File: src/rtl/paged_bus_decoder.sv
module paged_bus_decoder #(
  parameter int ADDR_W      = 16,
  parameter int SRAM_BYTES  = 2048,
  parameter int OLAT_ADDR   = 'h8000,
  parameter int PER0_BASE   = 'hC000,
  parameter int PER1_BASE   = 'hC100,
  parameter int PER_WIN     = 256,
  parameter int WAIT_STATES = 3
) (
  input  logic              clk,
  input  logic              rst_n,
  input  logic [ADDR_W-1:0] addr_lat,
  input  logic              fetch_q,
  input  logic              ale,
  input  logic              rd_n,
  input  logic              wr_n,
  output logic              cs_prog_n,
  output logic              cs_sram_n,
  output logic              cs_olat_n,
  output logic              cs_per0_n,
  output logic              cs_per1_n,
  output logic              bus16,
  output logic              ready
);
  localparam int CW = $clog2(WAIT_STATES + 1);
  localparam logic [ADDR_W:0] SRAM_END = (ADDR_W+1)'(SRAM_BYTES);
  localparam logic [ADDR_W:0] OLAT_A   = (ADDR_W+1)'(OLAT_ADDR);
  localparam logic [ADDR_W:0] P0_LO    = (ADDR_W+1)'(PER0_BASE);
  localparam logic [ADDR_W:0] P0_HI    = (ADDR_W+1)'(PER0_BASE + PER_WIN);
  localparam logic [ADDR_W:0] P1_LO    = (ADDR_W+1)'(PER1_BASE);
  localparam logic [ADDR_W:0] P1_HI    = (ADDR_W+1)'(PER1_BASE + PER_WIN);
  localparam logic [CW-1:0]   WAIT_LD  = CW'(WAIT_STATES);

  logic [ADDR_W:0] a;
  logic strobe, hit_prog, hit_sram, hit_olat, hit_per0, hit_per1, slow;
  logic [CW-1:0] wcnt;

  assign a        = {1'b0, addr_lat};
  assign strobe   = ~rd_n | ~wr_n;
  assign hit_prog = fetch_q;
  assign hit_sram = ~fetch_q & (a < SRAM_END);
  assign hit_olat = ~fetch_q & (a == OLAT_A);
  assign hit_per0 = ~fetch_q & (a >= P0_LO) & (a < P0_HI);
  assign hit_per1 = ~fetch_q & (a >= P1_LO) & (a < P1_HI);
  assign slow     = hit_per0 | hit_per1;

  assign cs_prog_n = ~(strobe & hit_prog);
  assign cs_sram_n = ~(strobe & hit_sram);
  assign cs_olat_n = ~(strobe & hit_olat);
  assign cs_per0_n = ~(strobe & hit_per0);
  assign cs_per1_n = ~(strobe & hit_per1);
  assign bus16     = hit_prog | hit_per0;

  always_ff @(posedge clk or negedge rst_n) begin
    if (!rst_n)                   wcnt <= '0;
    else if (wcnt != '0)          wcnt <= wcnt - 1'b1;
    else if (ale && slow)         wcnt <= WAIT_LD;
  end

  assign ready = (wcnt == '0);
endmodule

File: config.mk
export PLATFORM = sky130hd
export DESIGN_NAME = paged_bus_decoder
export DESIGN_NICKNAME = d
export VERILOG_FILES = /design/src/rtl/paged_bus_decoder.sv
export SDC_FILE = /design/constraint.sdc
export NUM_CORES = 1
export LEC_CHECK = 0
export BUFFER_PORTS_ARGS = -buffer_cell sky130_fd_sc_hd__buf_2
export CORE_AREA = 2 2 39 41
export DETAILED_ROUTE_END_ITERATION = 8
export DIE_AREA = 0 0 41 43
export PLACE_DENSITY = 0.56
export SYNTH_ARGS = -nofsm -noshare
export SYNTH_HDL_FRONTEND = slang
export SYNTH_SLANG_ARGS = --single-unit
File: constraint.sdc
create_clock -name clk -period 1.1 [get_ports clk]
set_clock_uncertainty 0.1 [all_clocks]
set_input_delay 0.055 -clock clk [delete_from_list [all_inputs] [get_ports clk]]
set_output_delay 0.055 -clock clk [all_outputs]
set_load 0.05 [all_outputs]
== Yosys cells after proc, flatten, opt, wreduce, memory -nomap -nowiden ==
Cells that the tools add are included.

* Word-level logic and storage cells: 36
* Output and inout bits: 7
* Register bits: 2

* Bitwise operators: 22
* Mux-type cells: 2
* Add/sub/neg operators: 1
* Magnitude comparators: 5
* Reduce and logical (&&, ||, !) cells: 4
* Equality and inequality tests: 1

{| class="wikitable"
|+ Operators by type and width
! kind !! count
|-
| 16-bit >= comparator, second input constant || 2
|-
| 16-bit < comparator, second input constant || 2
|-
| 16-bit equality test, second input constant || 1
|-
| 16-bit by 12-bit < comparator with 1-bit output, second input constant || 1
|-
| 1-bit bitwise AND || 11
|-
| 1-bit NOT || 8
|-
| 2-bit two-way mux || 2
|-
| 2-bit nonzero test || 2
|-
| 1-bit OR || 3
|-
| 2-bit zero test || 1
|-
| 2-bit by 1-bit subtractor with 2-bit output, second input constant || 1
|-
| 1-bit logical AND || 1
|}

== Longest topological paths before layout ==
Gate-level depths: netlist of run 1.

* Depth after elaboration: 7
* Mapped depth: 5
* Depth with buffers taken out: 5

== Worst setup path before layout of run 1 ==
Ideal clock, no wire load.

* Path type: register to register
* From: register wcnt[0]
* To: register wcnt[1]
* Data arrival time: 1,395 ps
* Path buffers: 0
* Library setup time: 79 ps
* Path slack: -474 ps
* Clock period less this slack: 1,574 ps
* Stages on the path, launching flop included: 6
* Cell sequence: dfrtp_1 -> inv_1 -> ha_1 -> inv_1 -> a41oi_2 -> mux2i_1

* Word-level cells in the longest chain between the ends: 2
* Elaborated cells between the ends (all ways): 4

{| class="wikitable"
|+ RTL lines
! item !! line !! RTL
|-
| start: declaration || 36 || <nowiki>logic [CW-1:0] wcnt;</nowiki>
|-
| start signal: assignment || 56 || <nowiki>else if (wcnt != '0) wcnt <= wcnt - 1'b1;</nowiki>
|-
| 2-bit by 1-bit subtractor with 2-bit output / 2-bit nonzero test (equally long branches) || 56 ||
|-
| 2-bit two-way mux / 2-bit nonzero test (equally long branches) || -- ||
|}

Several ways; a longest one is shown, not always the timed one.
A chain may end at the register's enable or synchronous reset.

== Worst setup path after layout of run 1 ==
* From: register wcnt[1]
* To: output ready

* Word-level cells in the longest chain between the ends: 1

{| class="wikitable"
|+ RTL lines
! item !! line !! RTL
|-
| 2-bit zero test || 60 || <nowiki>assign ready = (wcnt == '0);</nowiki>
|-
| end: declaration || 23 || <nowiki>output logic ready</nowiki>
|}

No other way between the ends.

==> run metrics, run 1 <==
first-pass GRT wire length about 1.2 mm; Final #Nets 86; Starting Density 0.152; initial DRC count 2; Logic pwr share 0.664; routed len/inst around 10 µm; Fin. Hold Viols 0; cell depth of the worst setup path 4; Reg power frac 0.148; CP startpoint wcnt[1]; vias per cell 4.29; Final Non-Filler Cells 77; syn nets 47; Final Setup Violations 6; CTS tree done; R2R Path End wcnt[1]; WS Path Type reg -> out; max reg flops 2; CTS HTree Levels 1; DRC 0; period utilization 1.10; final hold slack between 0.04 and 0.05 ns; Design Area, Final ~550 µm²; Setup crit end kind output port; worst-skew pair later-pin latency 0.23 ns; Internal Power approximately 0.54 mW; Core Rows 14; critical path's largest stage delay approximately 0.36 ns; Max transition margin 0.795; Hold Path Class in -> async; path depth of the worst reg2reg path 5; final worst path period need 1.21 ns; met1 Usage GRT 0.0927; DIE AREA 1760 µm²; die width 41 µm; GRT Residual Overflow 0; met2 usage 0.181; post-synth cell types 15; most frequent cells in the layout buf_2 (19), buf_6 (7), buf_4 (5); R2R Setup Slk -0.08 ns; Most Crowded Layer GR met2; Peak Freq between 800 and 900 MHz; Top reg by flops wcnt; M3 GR Usage 0; kind of cell adding the most delay to the critical path flip-flops; Final TNS setup -0.343 ns; CP startpoint kind flop; post-layout util 0.401; CTS buffer count 3; io pins 29; Buf+Inv Stages, Crit Path 3; CTS max path bufs 2; Antenna Nets Post-Route 0; LEAKAGE 0.255 nW; Slew @ Worst Pin 0.307 ns; DP Area 438 µm²; Vias 330; Crit Path Max Fanout 2; layout cells sized above 1 0.787; top flop regs wcnt x2; Clock power frac 0.188; DP Cell Count 72; DIE HEIGHT about 43 µm; Sw Ratio 0.381; failing checks setup timing; overall power 0.880 mW; R2R Path Start wcnt[1]; Fillers around 140; CORE AREA 1380 µm²; Tot GR Track Use 0.0992; Max Cap Viol 0; # diodes 0; GP Congestion 0.622; crit path cell chain inv_2 > ha_4 > buf_4 > buf_8; most common cell after layout, fill and taps aside buf_2; CTS sink count 2; warnings from Yosys 0; dpl ws -0.0903 ns; mean post-synth cell area 8.76 µm²; sequential area share after synthesis 0.238; Critical Path AT about 1.1 ns; number of global-route vias before repair 329; Critical path destination ready; Yosys reg bits 2; Root Buffer clkbuf_4; Synth Instances 24; Max VDD drop roughly 1200 µV; outcome finished, violations left; CP max-delay cell dfrtp_1; final WL 769 µm; RSZ-0062 raised after global routing yes; largest net degree at the start of global routing 7; Netlist Area Pre-Place 210 µm²; P per Cell Area between 1500 and 2000 nW/µm²; Layout area overhead 164%; initial antenna violation count 0; DR pass1 iterations 2; clock transition at the registers of the reported paths around 0.030 ns; Sw Pwr 0.336 mW; PortBufs 28; fin worst setup slack -0.113 ns; detailed placer's ending HPWL 633 µm; CP required approximately 0.94 ns; Slew Viols, Final 0
routing by layer:
layer  wire length [µm]  up-vias
met5                  0        -
met4                  0        0
met3                 68        0
met2                420       19
met1                279      146
li1                   -      165
worst min path at each step:
stage / end / cells after the start / slack (ns) / startpoint
finish: wcnt[1] / 2 / 0.05 / rst_n
global route: wcnt[1] / 2 / 0.07 / rst_n
CTS: wcnt[1] / 2 / 0.03 / rst_n
detailed placement: wcnt[0] / 1 / -0.26 / rst_n
global placement: wcnt[0] / 1 / -0.26 / rst_n
floorplan: wcnt[0] / 0 / -0.34 / rst_n
power groups by stage:
stage               combinational (mW)  sequential (mW)  clock, mW
floorplan                        0.319            0.130          0
global placement                 0.462            0.131          0
finish                           0.584            0.130      0.166
global route                     0.649            0.134      0.172
CTS                              0.505            0.131      0.176
detailed placement               0.480            0.132          0
repair_timing:
action / 4_1_cts / 5_1_grt
setup endpoints to repair: 8 / 8
hold buffers: 1 / 0
hold endpoints to repair: 2 / 0
setup buffers: 0 / 2
pin swaps: 2 / 2
gates resized for setup: 12 / 10
synth_stat cells (all sizes together):
master | n | area share
nor3b | 1 | 0.036
nand4 | 1 | 0.030
nand2 | 2 | 0.036
and3 | 1 | 0.036
inv | 3 | 0.054
o21bai | 1 | 0.036
nand3b | 1 | 0.036
nor2 | 2 | 0.036
nor4 | 3 | 0.16
a41oi | 1 | 0.077
nand3 | 3 | 0.071
mux2i | 2 | 0.095
ha | 1 | 0.060
dfrtp | 2 | 0.24
cell type report:
type / count / area [µm²] / area share
Sequential cell: 2 / 50.0 / 0.0903
Inverter: 3 / 13.8 / 0.0248
Clock buffer: 3 / 22.5 / 0.0406
Timing Repair Buffer: 34 / 251 / 0.454
Multi-Input combinational cell: 19 / 196 / 0.354
Tap cell: 16 / 20.0 / 0.0361
kinds of logic (layout without fill, tap and decap cells):
logic type               Yosys count  after routing  share of synthesized area
AND/OR/NAND/NOR                   14             14                      0.441
adder cells (fa/ha/maj)            1              1                     0.0595
buffers and inverters              3             40                     0.0536
AO/OA/AOI/OAI                      2              2                      0.113
flip-flops                         2              2                      0.238
multiplexers                       2              2                     0.0952
Note: power is estimated with default switching activity, not from simulation.
==> run 2, diff against run 1 <==
==> constraint.sdc (replaced) <==
create_clock -name clk -period 1 [get_ports clk]
set_clock_uncertainty 0.1 [all_clocks]
set_input_delay 0.05 -clock clk [delete_from_list [all_inputs] [get_ports clk]]
set_output_delay 0.05 -clock clk [all_outputs]
set_load 0.05 [all_outputs]
==> run 2 against run 1 <==
Against the previous run:
- the flow still finishes with violations (setup timing)
- global-route usage about the same
- first-iteration DRC count decreased by 50%
- critical path type unchanged
- critical endpoint unchanged
- worst hold slack got worse by 0.0093 ns
==> run metrics, run 2 (synthesis results as in run 1) <==
Vias 337 (+2.1%); Antenna Nets Post-Route 0 (unchanged); largest net degree at the start of global routing 7 (unchanged); number of global-route vias before repair 329 (unchanged); Layout area overhead 173%; detailed placer's ending HPWL 614 µm (-3.0%); Setup crit end kind output port; # diodes 0 (unchanged); DRC 0 (unchanged); Root Buffer clkbuf_4; top flop regs wcnt x2; Slew @ Worst Pin 0.242 ns (-0.0644 ns); RSZ-0062 raised after global routing yes; DR pass1 iterations 2 (unchanged); Sw Pwr 0.358 mW (+6.6%); die width 41 µm (unchanged); Final #Nets 89 (+3.5%); DIE HEIGHT 43 µm (unchanged); Fillers 142 (+3.6%); Tot GR Track Use 0.0994 (+0.000199); DIE AREA 1760 µm² (unchanged); multi-input logic area 203 µm² (+3.2%); Logic pwr share 0.660 (-0.004); period utilization 1.18; R2R Path End wcnt[1]; most frequent cells in the layout buf_2 (20), buf_4 (8), buf_6 (6); fin worst setup slack -0.183 ns (-0.0705 ns); P per Cell Area 1650 nW/µm² (+4.1%); PortBufs 28 (unchanged); final WL 746 µm (-3.0%); DP Cell Count 73 (+1.4%); Max VDD drop 1100 µV (-5.2%); clock transition at the registers of the reported paths 0.03 ns (about the same); Final Non-Filler Cells 80 (+3.9%); Starting Density 0.152 (unchanged); initial DRC count 1 (-1); Top reg by flops wcnt; WS Path Type reg -> out; CORE AREA 1380 µm² (unchanged); final hold slack 0.0366 ns (-0.00928 ns); R2R Setup Slk -0.17 ns (-0.09 ns); path depth of the worst reg2reg path 5 (unchanged); CTS HTree Levels 1 (unchanged); Max Cap Viol 0 (unchanged); Reg power frac 0.151 (+0.003); Final Setup Violations 7 (+1); CTS buffer count 3 (unchanged); vias per cell 4.21 (-1.7%); LEAKAGE 0.271 nW (+6.2%); Slew Viols, Final 0 (unchanged); Fin. Hold Viols 0 (unchanged); failing checks setup timing; Crit Path Max Fanout 2 (unchanged); Critical Path AT 1.03 ns (-0.03 ns); Hold Path Class in -> async; layout cells sized above 1 0.797 (+0.00999); CTS tree done; max reg flops 2 (unchanged); Core Rows 14 (unchanged); critical path's largest stage delay 0.36 ns (about the same); final worst path period need 1.18 ns; Internal Power 0.591 mW (+8.6%); most common cell after layout, fill and taps aside buf_2; Max transition margin 0.837 (+0.0426); routed len/inst 9.33 µm (-6.6%); GP Congestion 0.619 (-0.47%); initial antenna violation count 0 (unchanged); CTS max path bufs 2 (unchanged); CP max-delay cell dfrtp_1; outcome finished, violations left; io pins 29 (unchanged); crit path cell chain inv_2 > ha_4 > buf_4 > buf_8; CP required 0.85 ns (-0.09 ns); post-layout util 0.415 (+0.0145); Clock power frac 0.189 (about the same); first-pass GRT wire length 1.17 mm (+0.60%); Peak Freq 845 MHz; CTS sink count 2 (unchanged); GRT Residual Overflow 0 (unchanged); Reg area 50.0 µm² (unchanged); CP startpoint kind flop; worst-skew pair later-pin latency 0.22 ns (about the same); R2R Path Start wcnt[1]; Sw Ratio 0.377 (-0.00432)
[run 2: changes by cell type in the layout (fill, tap and decap cells not counted), sizes merged]
| cell | delta |
|---|---|
| buf | +3 |
[run 2: layer usage]
| metal | GRT usage | up-vias | share of wire |
|---|---|---|---|
| met3 | 0.0157 | 0 | 0.12 |
| li1 | - | 172 | - |
| met5 | 0 | - | 0 |
| met4 | 0.0600 | 0 | 0 |
| met2 | 0.175 | 19 | 0.50 |
| met1 | 0.0997 | 146 | 0.37 |
[run 2: stage by stage]
stage	total power [mW]	instance area, µm²	TNS [ns]	setup slack, ns
floorplan	0.494	248	-0.878	-0.248
detailed placement	0.665	445	-1.02	-0.182
finish	0.949	574	-0.868	-0.183
global placement	0.655	445	-0.999	-0.184
CTS	0.888	549	-0.871	-0.169
global route	1.03	574	-1.28	-0.237
[run 2: worst max-delay path by stage]
stage	startpoint	to	slack (ns)	depth (start not counted)
after floorplan	wcnt[1]	wcnt[1]	-0.25	5
after global routing	wcnt[0]	wcnt[1]	-0.24	5
after CTS	wcnt[1]	wcnt[1]	-0.17	5
after detailed placement	addr_lat[13]	bus16	-0.18	5
final	wcnt[1]	ready	-0.18	4
after global placement	addr_lat[13]	bus16	-0.18	5
[run 2: cell type report]
class | instances | share of cell area
clock buffers | 3 | 0.0392
inverters | 3 | 0.0196
multi-input cells | 19 | 0.353
flip-flops and latches | 2 | 0.0871
well taps | 16 | 0.0349
repair buffers | 37 | 0.466
[run 2: power groups by stage]
stage	logic, mW	clock network [mW]	registers (mW)
6_report	0.627	0.180	0.143
5_1_grt	0.687	0.198	0.147
4_1_cts	0.555	0.190	0.143
3_5_place_dp	0.521	0	0.144
3_3_place_gp	0.511	0	0.144
2_1_floorplan	0.351	0	0.143
[run 2: critical path: cells and delay by family, from the launching register on]
family	cells	cell delay, ns
buffers and inverters	3	0.31
adders and majority gates	1	0.14
DFF	1	0.36
[run 2: timing repair]
| item | CTS | global route |
|---|---|---|
| hold endpoints to repair | 2 | 0 |
| hold buffers | 1 | 0 |
| buffers inserted | 2 | 1 |
| endpoints found under the setup margin | 8 | 8 |
| cloned | 0 | 0 |
| gates resized for setup | 16 | 4 |
| pin swaps | 2 | 2 |
==> run 3, diff against run 2 <==
--- a/config.mk
+++ b/config.mk
@@ -9,6 +9,7 @@
 export CORE_AREA = 2 2 39 41
 export DETAILED_ROUTE_END_ITERATION = 8
 export DIE_AREA = 0 0 41 43
+export MAX_ROUTING_LAYER = met4
 export PLACE_DENSITY = 0.56
 export SYNTH_ARGS = -nofsm -noshare
 export SYNTH_HDL_FRONTEND = slang
==> run 3 against run 2 <==
Against the previous run:
- the run still ends with setup timing left
- critical endpoint unchanged
- largest cell class unchanged
- critical path type unchanged
- global-route usage rose by 0.25 points
- worst setup slack got worse by 0.00086 ns
- non-clock buffer count unchanged
- combinational power hardly changed
- register-to-register slack is essentially flat
==> run metrics, run 3 (synthesis results as in run 1) <==
LEAKAGE 0.271 nW (unchanged); period utilization 1.18 (about the same); Buf+Inv Stages, Crit Path 3 (unchanged); Max Cap Viol 0 (unchanged); Starting Density 0.152 (unchanged); final WL 746 µm (unchanged); critical path's largest stage delay 0.36 ns (about the same); Slew Viols, Final 0 (unchanged); CP required 0.85 ns (about the same); failing checks setup timing; max reg flops 2 (unchanged); routed len/inst 9.33 µm (unchanged); top flop regs wcnt x2; CP startpoint kind flop; most frequent cells in the layout buf_2 (20), buf_4 (8), buf_6 (6); Vias 337 (unchanged); Top reg by flops wcnt; GP Congestion 0.624 (+0.74%); final worst path period need 1.18 ns (+0.000858 ns); detailed placer's ending HPWL 614 µm (unchanged); Antenna Nets Post-Route 0 (unchanged); DP Cell Count 73 (unchanged); Peak Freq 845 MHz (about the same); CP max-delay cell dfrtp_1; clock transition at the registers of the reported paths 0.03 ns (about the same); Root Buffer clkbuf_4; DR pass1 iterations 2 (unchanged); layout cells sized above 1 0.797 (unchanged); fin worst setup slack -0.184 ns (-0.000858 ns); initial DRC count 1 (unchanged); Layout area overhead 173% (unchanged); largest net degree at the start of global routing 7 (unchanged); CTS buffer count 3 (unchanged); most common cell after layout, fill and taps aside buf_2; Core Rows 14 (unchanged); outcome finished, violations left; Logic pwr share 0.660 (about the same); Internal Power 0.591 mW (about the same); Hold Path Class in -> async; vias per cell 4.21 (unchanged); initial antenna violation count 0 (unchanged); CTS max path bufs 2 (unchanged); Slew @ Worst Pin 0.242 ns (unchanged); Clock power frac 0.189 (about the same); Max transition margin 0.837 (unchanged); Final TNS setup -0.869 ns (-0.000848 ns); GRT Residual Overflow 0 (unchanged); DP Area 445 µm² (unchanged); Setup crit end kind output port; Reg power frac 0.150 (about the same); io pins 29 (unchanged); CTS HTree Levels 1 (unchanged); Fillers 142 (unchanged); Final Setup Violations 7 (unchanged); Critical Path AT 1.03 ns (about the same); post-layout util 0.415 (unchanged); Final Non-Filler Cells 80 (unchanged); DIE AREA 1760 µm² (unchanged); Tot GR Track Use 0.102 (+0.00245); CORE AREA 1380 µm² (unchanged); DIE HEIGHT 43 µm (unchanged); Crit Path Max Fanout 2 (unchanged); crit path cell chain inv_2 > ha_4 > buf_4 > buf_8; Design Area, Final 574 µm² (unchanged); worst-skew pair later-pin latency 0.22 ns (about the same); Sw Pwr 0.358 mW (+0.14%); Final #Nets 89 (unchanged); die width 41 µm (unchanged); kind of cell adding the most delay to the critical path flip-flops; WS Path Type reg -> out; CTS tree done; RSZ-0062 raised after global routing yes; DRC 0 (unchanged); # diodes 0 (unchanged); dpl ws -0.182 ns (unchanged); Max VDD drop 1100 µV (about the same); first-pass GRT wire length 1.17 mm (unchanged); CTS sink count 2 (unchanged); Fin. Hold Viols 0 (unchanged); PortBufs 28 (unchanged); P per Cell Area 1650 nW/µm² (about the same); Sw Ratio 0.377 (about the same); number of global-route vias before repair 329 (unchanged)
-- run 3: cell counts in the layout (fill, tap and decap cells not counted) --
Identical to the previous run, type by type.
-- run 3: timing repair --
item,CTS,global route
resized for setup,16,4
hold buffers,1,0
endpoints found under the setup margin,8,8
setup buffers,2,1
pin swaps,2,2
gates cloned,0,0
hold endpoints to repair,2,0
-- run 3: stage by stage --
| stage | power, mW | hold WS (ns) |
|---|---|---|
| 2_1_floorplan | 0.494 | -0.346 |
| 3_3_place_gp | 0.655 | -0.264 |
| 3_5_place_dp | 0.665 | -0.263 |
| 4_1_cts | 0.888 | 0.0319 |
| 5_1_grt | 1.03 | 0.0376 |
| 6_report | 0.950 | 0.0366 |
-- run 3: worst register-to-register path, delay by kind of cell (launching register included) --
family          cells  cell delay, ns
flops               1            0.36
compound gates      1            0.18
mux                 1            0.20
buf+inv             2            0.11
fa+ha+maj           1            0.14
-- run 3: final timing paths --
path,from,end,slack (ns),cells after the start
worst min register to register,wcnt[1],wcnt[1],0.53,3
min in group clk,ale,wcnt[1],0.09,3
worst max register to register,wcnt[1],wcnt[1],-0.17,5
worst min-delay path,rst_n,wcnt[1],0.04,2
max in group asynchronous,rst_n,wcnt[0],0.67,2
worst max-delay path,wcnt[1],ready,-0.18,4
-- run 3: cell type report --
type | instances | area (µm²) | share of cell area
Clock buffer | 3 | 22.5 | 0.0392
Tap cell | 16 | 20.0 | 0.0349
Inverter | 3 | 11.3 | 0.0196
Multi-Input combinational cell | 19 | 203 | 0.353
Timing Repair Buffer | 37 | 268 | 0.466
Sequential cell | 2 | 50.0 | 0.0871
-- run 3: layer usage --
metal | global-route usage | up-vias | wire, µm
li1 | - | 172 | -
met1 | 0.106 | 146 | 288
met2 | 0.175 | 19 | 375
met3 | 0.00524 | 0 | 82
met4 | 0.0600 | 0 | 0
met5 | - | - | 0
-- run 3: power by group through the flow --
| stage | clock, mW | sequential, mW | combinational (mW) |
|---|---|---|---|
| 6_report | 0.180 | 0.143 | 0.627 |
| 5_1_grt | 0.198 | 0.147 | 0.686 |
| 4_1_cts | 0.190 | 0.143 | 0.555 |
| 3_5_place_dp | 0 | 0.144 | 0.521 |
| 3_3_place_gp | 0 | 0.144 | 0.511 |
| 2_1_floorplan | 0 | 0.143 | 0.351 |
